==> config.mk <==
export PLATFORM = sky130hd
export DESIGN_NAME = cpwm_timer
export DESIGN_NICKNAME = d
export VERILOG_FILES = /design/src/rtl/cpwm_pkg.sv /design/src/rtl/cpwm_prescaler.sv /design/src/rtl/cpwm_updown.sv /design/src/rtl/cpwm_channel.sv /design/src/rtl/cpwm_pinmux.sv /design/src/rtl/cpwm_timer.sv
export SDC_FILE = /design/constraint.sdc
export NUM_CORES = 1
export LEC_CHECK = 0
export BUFFER_PORTS_ARGS = -buffer_cell sky130_fd_sc_hd__buf_4
export CORE_ASPECT_RATIO = 1.75
export CORE_MARGIN = 1
export CORE_UTILIZATION = 45
export CTS_CLUSTER_SIZE = 20
export DETAILED_ROUTE_END_ITERATION = 8
export PLACE_DENSITY = 0.65
export SLEW_MARGIN = 20
export SYNTH_ARGS = -nofsm -noshare
export SYNTH_HDL_FRONTEND = slang
export SYNTH_HIERARCHICAL = 1
export SYNTH_SLANG_ARGS = --single-unit
==> constraint.sdc <==
create_clock -name clk -period 9.6 [get_ports clk]
set_input_delay 1.92 -clock clk [delete_from_list [all_inputs] [get_ports clk]]
set_output_delay 1.92 -clock clk [all_outputs]
set_load 0.01 [all_outputs]
==> src/rtl/cpwm_pkg.sv <==
package cpwm_pkg;

    localparam int unsigned PSC_W = 10;

    typedef enum logic [2:0] {
        PSC_OFF   = 3'd0,
        PSC_D1    = 3'd1,
        PSC_D2    = 3'd2,
        PSC_D4    = 3'd3,
        PSC_D8    = 3'd4,
        PSC_D64   = 3'd5,
        PSC_D256  = 3'd6,
        PSC_D1024 = 3'd7
    } psc_sel_e;

    typedef enum logic {
        DIR_UP   = 1'b0,
        DIR_DOWN = 1'b1
    } cnt_dir_e;

    // terminal value of the divider for each select code (N - 1)
    function automatic logic [PSC_W-1:0] psc_limit(input logic [2:0] sel);
        logic [PSC_W-1:0] lim;
        case (psc_sel_e'(sel))
            PSC_D2:    lim = PSC_W'(1);
            PSC_D4:    lim = PSC_W'(3);
            PSC_D8:    lim = PSC_W'(7);
            PSC_D64:   lim = PSC_W'(63);
            PSC_D256:  lim = PSC_W'(255);
            PSC_D1024: lim = PSC_W'(1023);
            default:   lim = '0;
        endcase
        return lim;
    endfunction

endpackage

==> src/rtl/cpwm_prescaler.sv <==
module cpwm_prescaler
    import cpwm_pkg::*;
(
    input  logic       clk,
    input  logic       rst_n,
    input  logic [2:0] sel,
    output logic       run,
    output logic       tick
);

    typedef struct packed {
        logic [PSC_W-1:0] div;
    } psc_state_t;

    psc_state_t st_d, st_q;

    always_comb begin
        st_d = st_q;
        run  = (sel != PSC_OFF);
        tick = run && (st_q.div >= psc_limit(sel));
        if (!run || tick) begin
            st_d.div = '0;
        end else begin
            st_d.div = st_q.div + 1'b1;
        end
    end

    always_ff @(posedge clk or negedge rst_n) begin
        if (!rst_n) begin
            st_q <= '0;
        end else begin
            st_q <= st_d;
        end
    end

    AST_DIV1_EVERY_CLK: assert property (@(posedge clk) disable iff (!rst_n)
        (sel == PSC_D1 && $past(sel) == PSC_D1) |-> tick);

endmodule

==> src/rtl/cpwm_updown.sv <==
module cpwm_updown
    import cpwm_pkg::*;
#(
    parameter int unsigned CNT_W = 16
) (
    input  logic             clk,
    input  logic             rst_n,
    input  logic             run,
    input  logic             tick,
    input  logic [CNT_W-1:0] per_in,
    output logic [CNT_W-1:0] cnt_q,
    output logic [CNT_W-1:0] cnt_next,
    output logic [CNT_W-1:0] per_act,
    output logic             load,
    output logic             upd
);

    localparam logic [CNT_W-1:0] MIN_PER = CNT_W'(3);

    typedef struct packed {
        logic [CNT_W-1:0] cnt;
        cnt_dir_e         dir;
        logic [CNT_W-1:0] per;
        logic             upd;
    } ud_state_t;

    ud_state_t        st_d, st_q;
    logic             bottom;
    logic [CNT_W-1:0] per_clamped;

    always_comb begin
        st_d        = st_q;
        st_d.upd    = 1'b0;
        bottom      = 1'b0;
        per_clamped = (per_in < MIN_PER) ? MIN_PER : per_in;
        if (!run) begin
            st_d.cnt = '0;
            st_d.dir = DIR_UP;
        end else if (tick) begin
            if (st_q.dir == DIR_UP) begin
                if (st_q.cnt >= st_q.per) begin
                    st_d.cnt = st_q.cnt - 1'b1;
                    st_d.dir = DIR_DOWN;
                end else begin
                    st_d.cnt = st_q.cnt + 1'b1;
                end
            end else begin
                if (st_q.cnt <= CNT_W'(1)) begin
                    st_d.cnt = '0;
                    st_d.dir = DIR_UP;
                    bottom   = 1'b1;
                end else begin
                    st_d.cnt = st_q.cnt - 1'b1;
                end
            end
        end
        load = !run || bottom;
        if (load) begin
            st_d.per = per_clamped;
        end
        st_d.upd = bottom;
    end

    always_ff @(posedge clk or negedge rst_n) begin
        if (!rst_n) begin
            st_q.cnt <= '0;
            st_q.dir <= DIR_UP;
            st_q.per <= MIN_PER;
            st_q.upd <= 1'b0;
        end else begin
            st_q <= st_d;
        end
    end

    assign cnt_q    = st_q.cnt;
    assign cnt_next = st_d.cnt;
    assign per_act  = st_q.per;
    assign upd      = st_q.upd;

    AST_CNT_WITHIN_TOP: assert property (@(posedge clk) disable iff (!rst_n)
        st_q.cnt <= st_q.per);

    AST_STEP_BY_ONE: assert property (@(posedge clk) disable iff (!rst_n)
        tick |=> (st_q.cnt == $past(st_q.cnt) + 1'b1 || st_q.cnt == $past(st_q.cnt) - 1'b1));

    AST_HOLD_NO_TICK: assert property (@(posedge clk) disable iff (!rst_n)
        (run && !tick) |=> $stable(st_q.cnt));

    AST_PER_FLOOR: assert property (@(posedge clk) disable iff (!rst_n)
        st_q.per >= MIN_PER);

    AST_PER_ONLY_AT_BOTTOM: assert property (@(posedge clk) disable iff (!rst_n)
        (run && $past(run) && !st_q.upd) |-> $stable(st_q.per));

    AST_UPD_AT_ZERO: assert property (@(posedge clk) disable iff (!rst_n)
        st_q.upd |-> (st_q.cnt == '0 && st_q.dir == DIR_UP));

endmodule

==> src/rtl/cpwm_channel.sv <==
module cpwm_channel #(
    parameter int unsigned CNT_W = 16
) (
    input  logic             clk,
    input  logic             rst_n,
    input  logic             load,
    input  logic             tick,
    input  logic [CNT_W-1:0] cmp_in,
    input  logic [CNT_W-1:0] cnt_q,
    input  logic [CNT_W-1:0] cnt_next,
    input  logic [CNT_W-1:0] per_act,
    output logic             wave,
    output logic             match
);

    typedef struct packed {
        logic [CNT_W-1:0] cmp;
        logic             match;
    } ch_state_t;

    ch_state_t st_d, st_q;

    always_comb begin
        st_d       = st_q;
        if (load) begin
            st_d.cmp = cmp_in;
        end
        st_d.match = tick && (cnt_next == st_d.cmp);
        wave       = (cnt_q < st_q.cmp) || (st_q.cmp >= per_act);
    end

    always_ff @(posedge clk or negedge rst_n) begin
        if (!rst_n) begin
            st_q <= '0;
        end else begin
            st_q <= st_d;
        end
    end

    assign match = st_q.match;

    AST_MATCH_ON_EQUAL: assert property (@(posedge clk) disable iff (!rst_n)
        match |-> (cnt_q == st_q.cmp));

    AST_FALL_ON_COMPARE: assert property (@(posedge clk) disable iff (!rst_n)
        ($fell(wave) && $stable(st_q.cmp)) |-> (cnt_q == st_q.cmp));

endmodule

==> src/rtl/cpwm_pinmux.sv <==
module cpwm_pinmux #(
    parameter int unsigned NUM_CH   = 4,
    parameter int unsigned NUM_PINS = 8,
    parameter int unsigned PIN_BASE = 0
) (
    input  logic [NUM_CH-1:0]   wave,
    input  logic [NUM_CH-1:0]   cmp_en,
    input  logic                wave_mode,
    input  logic [NUM_PINS-1:0] pin_dir,
    input  logic [NUM_PINS-1:0] pin_inv,
    input  logic [NUM_PINS-1:0] port_out,
    output logic [NUM_PINS-1:0] pin_drive
);

    logic [NUM_PINS-1:0] en_at_pin;
    logic [NUM_PINS-1:0] wv_at_pin;

    for (genvar p = 0; p < NUM_PINS; p++) begin : g_pin
        if ((p >= PIN_BASE) && (p < PIN_BASE + NUM_CH)) begin : g_mapped
            assign en_at_pin[p] = cmp_en[p - PIN_BASE];
            assign wv_at_pin[p] = wave[p - PIN_BASE];
        end else begin : g_plain
            assign en_at_pin[p] = 1'b0;
            assign wv_at_pin[p] = 1'b0;
        end
        assign pin_drive[p] = (en_at_pin[p] & wave_mode & pin_dir[p])
                            ? (wv_at_pin[p] ^ pin_inv[p])
                            : port_out[p];
    end

endmodule

==> src/rtl/cpwm_timer.sv <==
module cpwm_timer #(
    parameter int unsigned CNT_W    = 16,
    parameter int unsigned NUM_CH   = 4,
    parameter int unsigned NUM_PINS = 8,
    parameter int unsigned PIN_BASE = 0
) (
    input  logic                      clk,
    input  logic                      rst_n,
    input  logic [2:0]                psc_sel,
    input  logic [CNT_W-1:0]          per_in,
    input  logic [NUM_CH*CNT_W-1:0]   cmp_in,
    input  logic [NUM_CH-1:0]         cmp_en,
    input  logic                      wave_mode,
    input  logic [NUM_PINS-1:0]       pin_dir,
    input  logic [NUM_PINS-1:0]       pin_inv,
    input  logic [NUM_PINS-1:0]       port_out,
    output logic [NUM_PINS-1:0]       pin_drive,
    output logic [CNT_W-1:0]          count,
    output logic                      upd_stb,
    output logic [NUM_CH-1:0]         match_stb
);

    logic             run;
    logic             tick;
    logic             load;
    logic [CNT_W-1:0] cnt_q;
    logic [CNT_W-1:0] cnt_next;
    logic [CNT_W-1:0] per_act;
    logic [NUM_CH-1:0] wave;

    cpwm_prescaler u_psc (
        .clk   (clk),
        .rst_n (rst_n),
        .sel   (psc_sel),
        .run   (run),
        .tick  (tick)
    );

    cpwm_updown #(.CNT_W(CNT_W)) u_cnt (
        .clk      (clk),
        .rst_n    (rst_n),
        .run      (run),
        .tick     (tick),
        .per_in   (per_in),
        .cnt_q    (cnt_q),
        .cnt_next (cnt_next),
        .per_act  (per_act),
        .load     (load),
        .upd      (upd_stb)
    );

    for (genvar c = 0; c < NUM_CH; c++) begin : g_ch
        cpwm_channel #(.CNT_W(CNT_W)) u_ch (
            .clk      (clk),
            .rst_n    (rst_n),
            .load     (load),
            .tick     (tick),
            .cmp_in   (cmp_in[c*CNT_W +: CNT_W]),
            .cnt_q    (cnt_q),
            .cnt_next (cnt_next),
            .per_act  (per_act),
            .wave     (wave[c]),
            .match    (match_stb[c])
        );
    end

    cpwm_pinmux #(
        .NUM_CH   (NUM_CH),
        .NUM_PINS (NUM_PINS),
        .PIN_BASE (PIN_BASE)
    ) u_mux (
        .wave      (wave),
        .cmp_en    (cmp_en),
        .wave_mode (wave_mode),
        .pin_dir   (pin_dir),
        .pin_inv   (pin_inv),
        .port_out  (port_out),
        .pin_drive (pin_drive)
    );

    assign count = cnt_q;

    AST_LATCH_WHEN_NO_MODE: assert property (@(posedge clk) disable iff (!rst_n)
        !wave_mode |-> (pin_drive == port_out));

endmodule

======== Word-level counts from Yosys, hierarchy flattened ========
Cells that the tools add are included.
cells by class
  multipliers ............................. 0
  bitwise logic cells ..................... 12
  reduce and logical (&&, ||, !) cells .... 13
  $add $sub $neg .......................... 3
  equality and inequality tests ........... 11
  divide/modulo/power cells ............... 0
  $lt $le $gt $ge ......................... 12
  multiplexer cells ....................... 22
  shift operators ......................... 0
operators with widths
  cell                   number
  $mux 16                7
  $ge 16x16->1           5
  $eq 16x16->1           4
  $lt 16x16->1           4
  $pmux 10 s6            1
  $mux 17                3
  $add 16x1->16 const B  1
  $le 16x1->1 const B    1
  $lt 16x2->1 const B    1
  $sub 16x1->16 const B  1
  $eq 3x3->1 const B     4
  $add 10x1->10 const B  1
  $ge 10x10->1           1
  $mux 1                 10
  $mux 10                1
  $and 1x1->1            8
  $eq 3x2->1 const B     2
  $logic_or 1x1->1       6
  $logic_and 1x1->1      5
  $xor 1x1->1            4
  $reduce_bool 3->1      1
  $ne 2x1->1 const B     1
  $logic_not 1->1        1
storage, ports and cells
  latch bits .............................. 0
  memories ................................ 0
  bits in writable memories ............... 0
  memory bits (read-only) ................. 0
  register bits after elaboration ......... 112
  input bits .............................. 114

======== Depth between registers and ports, before layout ========
  depth in word-level cells ............... 10
  mapped depth ............................ 18

======== Modules after synthesis ========
Netlist, hierarchy kept.
by module, submodules not included
  module          cells an instance  seq. area each (µm²)  area an instance (µm²)  times used
  cpwm_channel    165                425.4                 1,604.0                 4
  cpwm_updown     342                853.3                 2,894.0                 1
  cpwm_prescaler  75                 250.2                 750.7                   1
  cpwm_pinmux     17                 0.0                   130.1                   1

======== Least setup slack after synthesis ========
OpenSTA, ideal clock, no wires.
  kind .................................... input port to flip-flop
  start ................................... input port psc_sel[1]
  end ..................................... register g_ch[0].u_ch.st_q, in the netlist g_ch[0].u_ch/match
  library setup time ...................... 0.100 ns
  cell stages on the path ................. 18
  setup slack ............................. 4.305 ns
  arrival time ............................ 5.195 ns
  required time ........................... 9.500 ns
  buffers on the path ..................... 4
  path through ............................ o21ai_0 > ha_1 > nand4_1 > or2_1 > o211ai_1 > o21a_1 > inv_1 > o31a_1 > inv_1 > buf_2 > buf_2 > buf_6 > buf_12 > mux2_4 > xor2_1 > nor4_2 > nand4_1 > nor4bb_1
RTL lines
  element               RTL line            source
  start, declared       cpwm_timer.sv:9     input logic [2:0] psc_sel,
  end signal, assigned  cpwm_channel.sv:36  st_q <= st_d;
  end, declared         cpwm_channel.sv:21  ch_state_t st_d, st_q;

==> flow_summary.json <==
{
  "outcome": "complete, no violations",
  "clockRootBuffer": "clkbuf_16",
  "wl_met3_mm": 1.19,
  "rsz0062_at_grt": "no",
  "report.power.total_mw": 1.99,
  "slew_violations": 0,
  "synthTopCellsByArea": "dfrtp_1 27%, ha_1 19%, inv_1 5.6%, xor2_1 5.3%, mux2_2 4.0%",
  "met2RoutedLength_mm": 15.8,
  "place_ws_ns": 2.33,
  "port_buffers": 126,
  "r2r-start": "u_psc/st_q[3]",
  "slowest_delay_ns": 0.80,
  "crit_fanout": 52,
  "num_vias": 8305,
  "wl_mm": 29.9,
  "fin_util_pct": 50.8,
  "htree_levels": 3,
  "syn_avg_cell_area_um2": 9.32,
  "power.share.clock_pct": 20.4,
  "drive_gt1_share_pct": 20.9,
  "gp_congestion": 0.935,
  "syn2layout_area_growth_pct": 10.6,
  "grt_first_pass_wirelength_mm": 45.9,
  "placement_rows": 72,
  "highest_layer": "met4",
  "start_util_pct": 46.0,
  "hp-class": "reg -> reg",
  "tritoncts": "yes",
  "final_cell_area_mm2": 0.0113,
  "post-cts-setup-buffers": 0,
  "worst_path_max_delay_cell": "a21oi_1",
  "synth_top_area_share_pct": 27.0,
  "fmax_mhz": 142,
  "synth_edf_count": 0,
  "power_switching_share_pct": 42.1,
  "fin_crit_sh_pct": 73.3,
  "syn-num-nets": 1362,
  "crit_path_frequent_cell": "buf_4",
  "critPathRequiredTime_ns": 9.85,
  "endpoint_kind": "flop",
  "placed_area_mm2": 0.0110,
  "synthDistinctLibCells": 71,
  "first_pass_iters": 5,
  "intPower_mw": 1.15,
  "synth-main-ff-cell": "dfrtp_1",
  "hold_start": "u_psc/st_q[0]",
  "fin_worst_skew_ns": 0.0108,
  "postCtsHoldBufs": 0,
  "layout.cells.non_filler": 1461,
  "dieArea_mm2": 0.0233,
  "synthCells": 1094,
  "slew_headroom_pct": 30.7,
  "p_leak_nw": 5.72,
  "path_class": "in -> reg",
  "worst-path-buf-inv": 5,
  "p_sw_uw": 837,
  "drc": 0,
  "ant_nets": 0,
  "nFillCells": 2115,
  "post_drt_wl_per_cell_um": 20.5,
  "yosys.area.top_type": "dfrtp_1",
  "cp_top_family": "compound AO/OA/AOI/OAI gates",
  "wl_met1_mm": 10.9,
  "clk_pin_slew_worst_paths_ns": 0.08,
  "worstSetupStartpoint": "psc_sel[1]",
  "p_per_area_mw_per_mm2": 176,
  "die_w_um": 116,
  "insertedDiodeCount": 0,
  "startpoint_type": "input pin",
  "die_y_um": 201,
  "async_reset_ff_share_pct": 100,
  "ctsResizeCount": 0,
  "pwr-share-seq_pct": 34.2,
  "nets": 1428,
  "whs_ns": 0.525,
  "ys_warn_count": 6,
  "clock_sinks": 112,
  "vdd_drop_max_mv": 0.117,
  "cts_buffers": 9,
  "finalSetupViolations": 0,
  "max_slew.worst_pin.slew_ns": 1.04,
  "yosysSeqAreaShare_pct": 27.5,
  "clkLatencyLatePin_ns": 0.36,
  "core-area_mm2": 0.0222,
  "ys_seq_elements": 112,
  "antenna_found_initial": 0,
  "final_hold_viol_count": 0,
  "viasPerCell": 5.68,
  "drv_cap": 0,
  "drt_iter0_drc": 580,
  "io_pins": 143,
  "hpwl_mm": 23.9,
  "synth_area_mm2": 0.0102,
  "placed_cells": 1445,
  "fin_setup_tns_ns": 0,
  "overflow": 0,
  "worst_slack_ns": 2.56,
  "path_cells": "buf_4, o21ai_0, ha_1, a21o_1, nand3_1, a21oi_1, o21a_1, buf_4, inv_1, o31a_1, inv_4, buf_4, mux2_2, xor2_1, nor4_1, nand4_1, nor4bb_1",
  "grt_start_max_net_pins": 64,
  "worst_ep_arrival_time_ns": 7.29,
  "clk_path_buf_depth": 2,
  "pwr-share-comb_pct": 45.4,
  "grt_usage_pct": 26.7,
  "fin_crit_ns": 7.04,
  "grt_pass1_vias": 8540,
  "r2r_setup_slack_ns": 4.05
}
==> path summary, 6_finish.rpt <==
kind | to | depth (start not counted)
max | g_ch[1].u_ch/match | 17
min | u_psc/st_q[0] | 1
max reg2reg | g_ch[1].u_ch/match | 15
min reg2reg | u_psc/st_q[0] | 1
max in group asynchronous | u_cnt/cnt_q[1] | 2
min in group asynchronous | u_cnt/per_act[8] | 1
==> cell usage in the layout (no fill, tap or decap), drive strengths merged, types with 28 or more instances in the layout <==
| master | count |
|---|---|
| buf | 133 |
| nand4 | 29 |
| mux2 | 60 |
| xor2 | 62 |
| nor2 | 28 |
| nor3 | 49 |
| nand3 | 32 |
| dfrtp | 110 |
| o21ai | 51 |
| ha | 154 |
| a21oi | 53 |
| nand2 | 61 |
| inv | 155 |
==> layout make-up <==
cell class	instances	area (um2)	share of cell area, %
multi-input combinational	752	6210	55.1
tap	296	370	3.29
clock inverter	6	73.8	0.655
sequential	112	2810	24.9
clock buffer	10	239	2.12
timing repair buffer	133	998	8.86
inverter	152	573	5.09
==> synth_stat cells (10+ instances only) <==
library cell  count
ha_1            154
o21ai_0          50
nand3_1          31
dfrtp_1         110
a21oi_1          53
a21o_1           15
nor3_1           46
nor4_2           10
xor2_1           62
nand2_1          61
mux2_4           24
nand4_1          27
nor2_1           28
nand2b_1         14
inv_1           152
xnor2_1          11
buf_4            53
mux2_2           36
nor4_1           12
==> worst reg2reg max path, delay by kind of cell, from the launching register on <==
kind | cells | cell delay [ns]
AOI/OAI and AO/OA | 4 | 1.54
xor gates and xnor gates | 1 | 0.16
buffers and inverters | 4 | 1.48
muxes | 1 | 0.41
DFF | 1 | 0.43
adders and majority gates | 1 | 0.32
and+or+nand+nor | 4 | 1.10
==> flip-flops by register name, summed over array words and instances, names as in the netlist <==
| signal | cells |
|---|---|
| g_ch.u_ch/st_q | 64 |
| u_cnt/cnt_q | 16 |
| u_cnt/per_act | 16 |
| u_psc/st_q | 10 |
| g_ch.u_ch/match | 4 |
| u_cnt/st_q | 1 |
| u_cnt/upd | 1 |
==> logic make-up after synthesis <==
logic type | share of synthesized area, %
AND/OR/NAND/NOR | 15.0
buffers and inverters | 11.6
AO/OA/AOI/OAI | 13.1
adder cells (fa/ha/maj) | 18.9
flip-flops | 27.5
XOR/XNOR | 6.27
multiplexers | 7.71
==> power groups by stage <==
stage | clock network (mW) | logic [mW] | registers, mW
6_report | 0.406 | 0.903 | 0.679
2_1_floorplan | 0 | 0.672 | 0.623
3_5_place_dp | 0 | 0.893 | 0.688
4_1_cts | 0.417 | 0.898 | 0.678
3_3_place_gp | 0 | 0.867 | 0.686
5_1_grt | 0.435 | 0.999 | 0.692
==> layer usage <==
| layer | up-vias | GRT usage, % |
|---|---|---|
| met4 | 0 | 16.7 |
| met1 | 3969 | 28.4 |
| met2 | 280 | 48.6 |
| li1 | 3961 | - |
| met3 | 95 | 2.99 |
| met5 | - | 0 |
(Power assumes the default switching activity.)
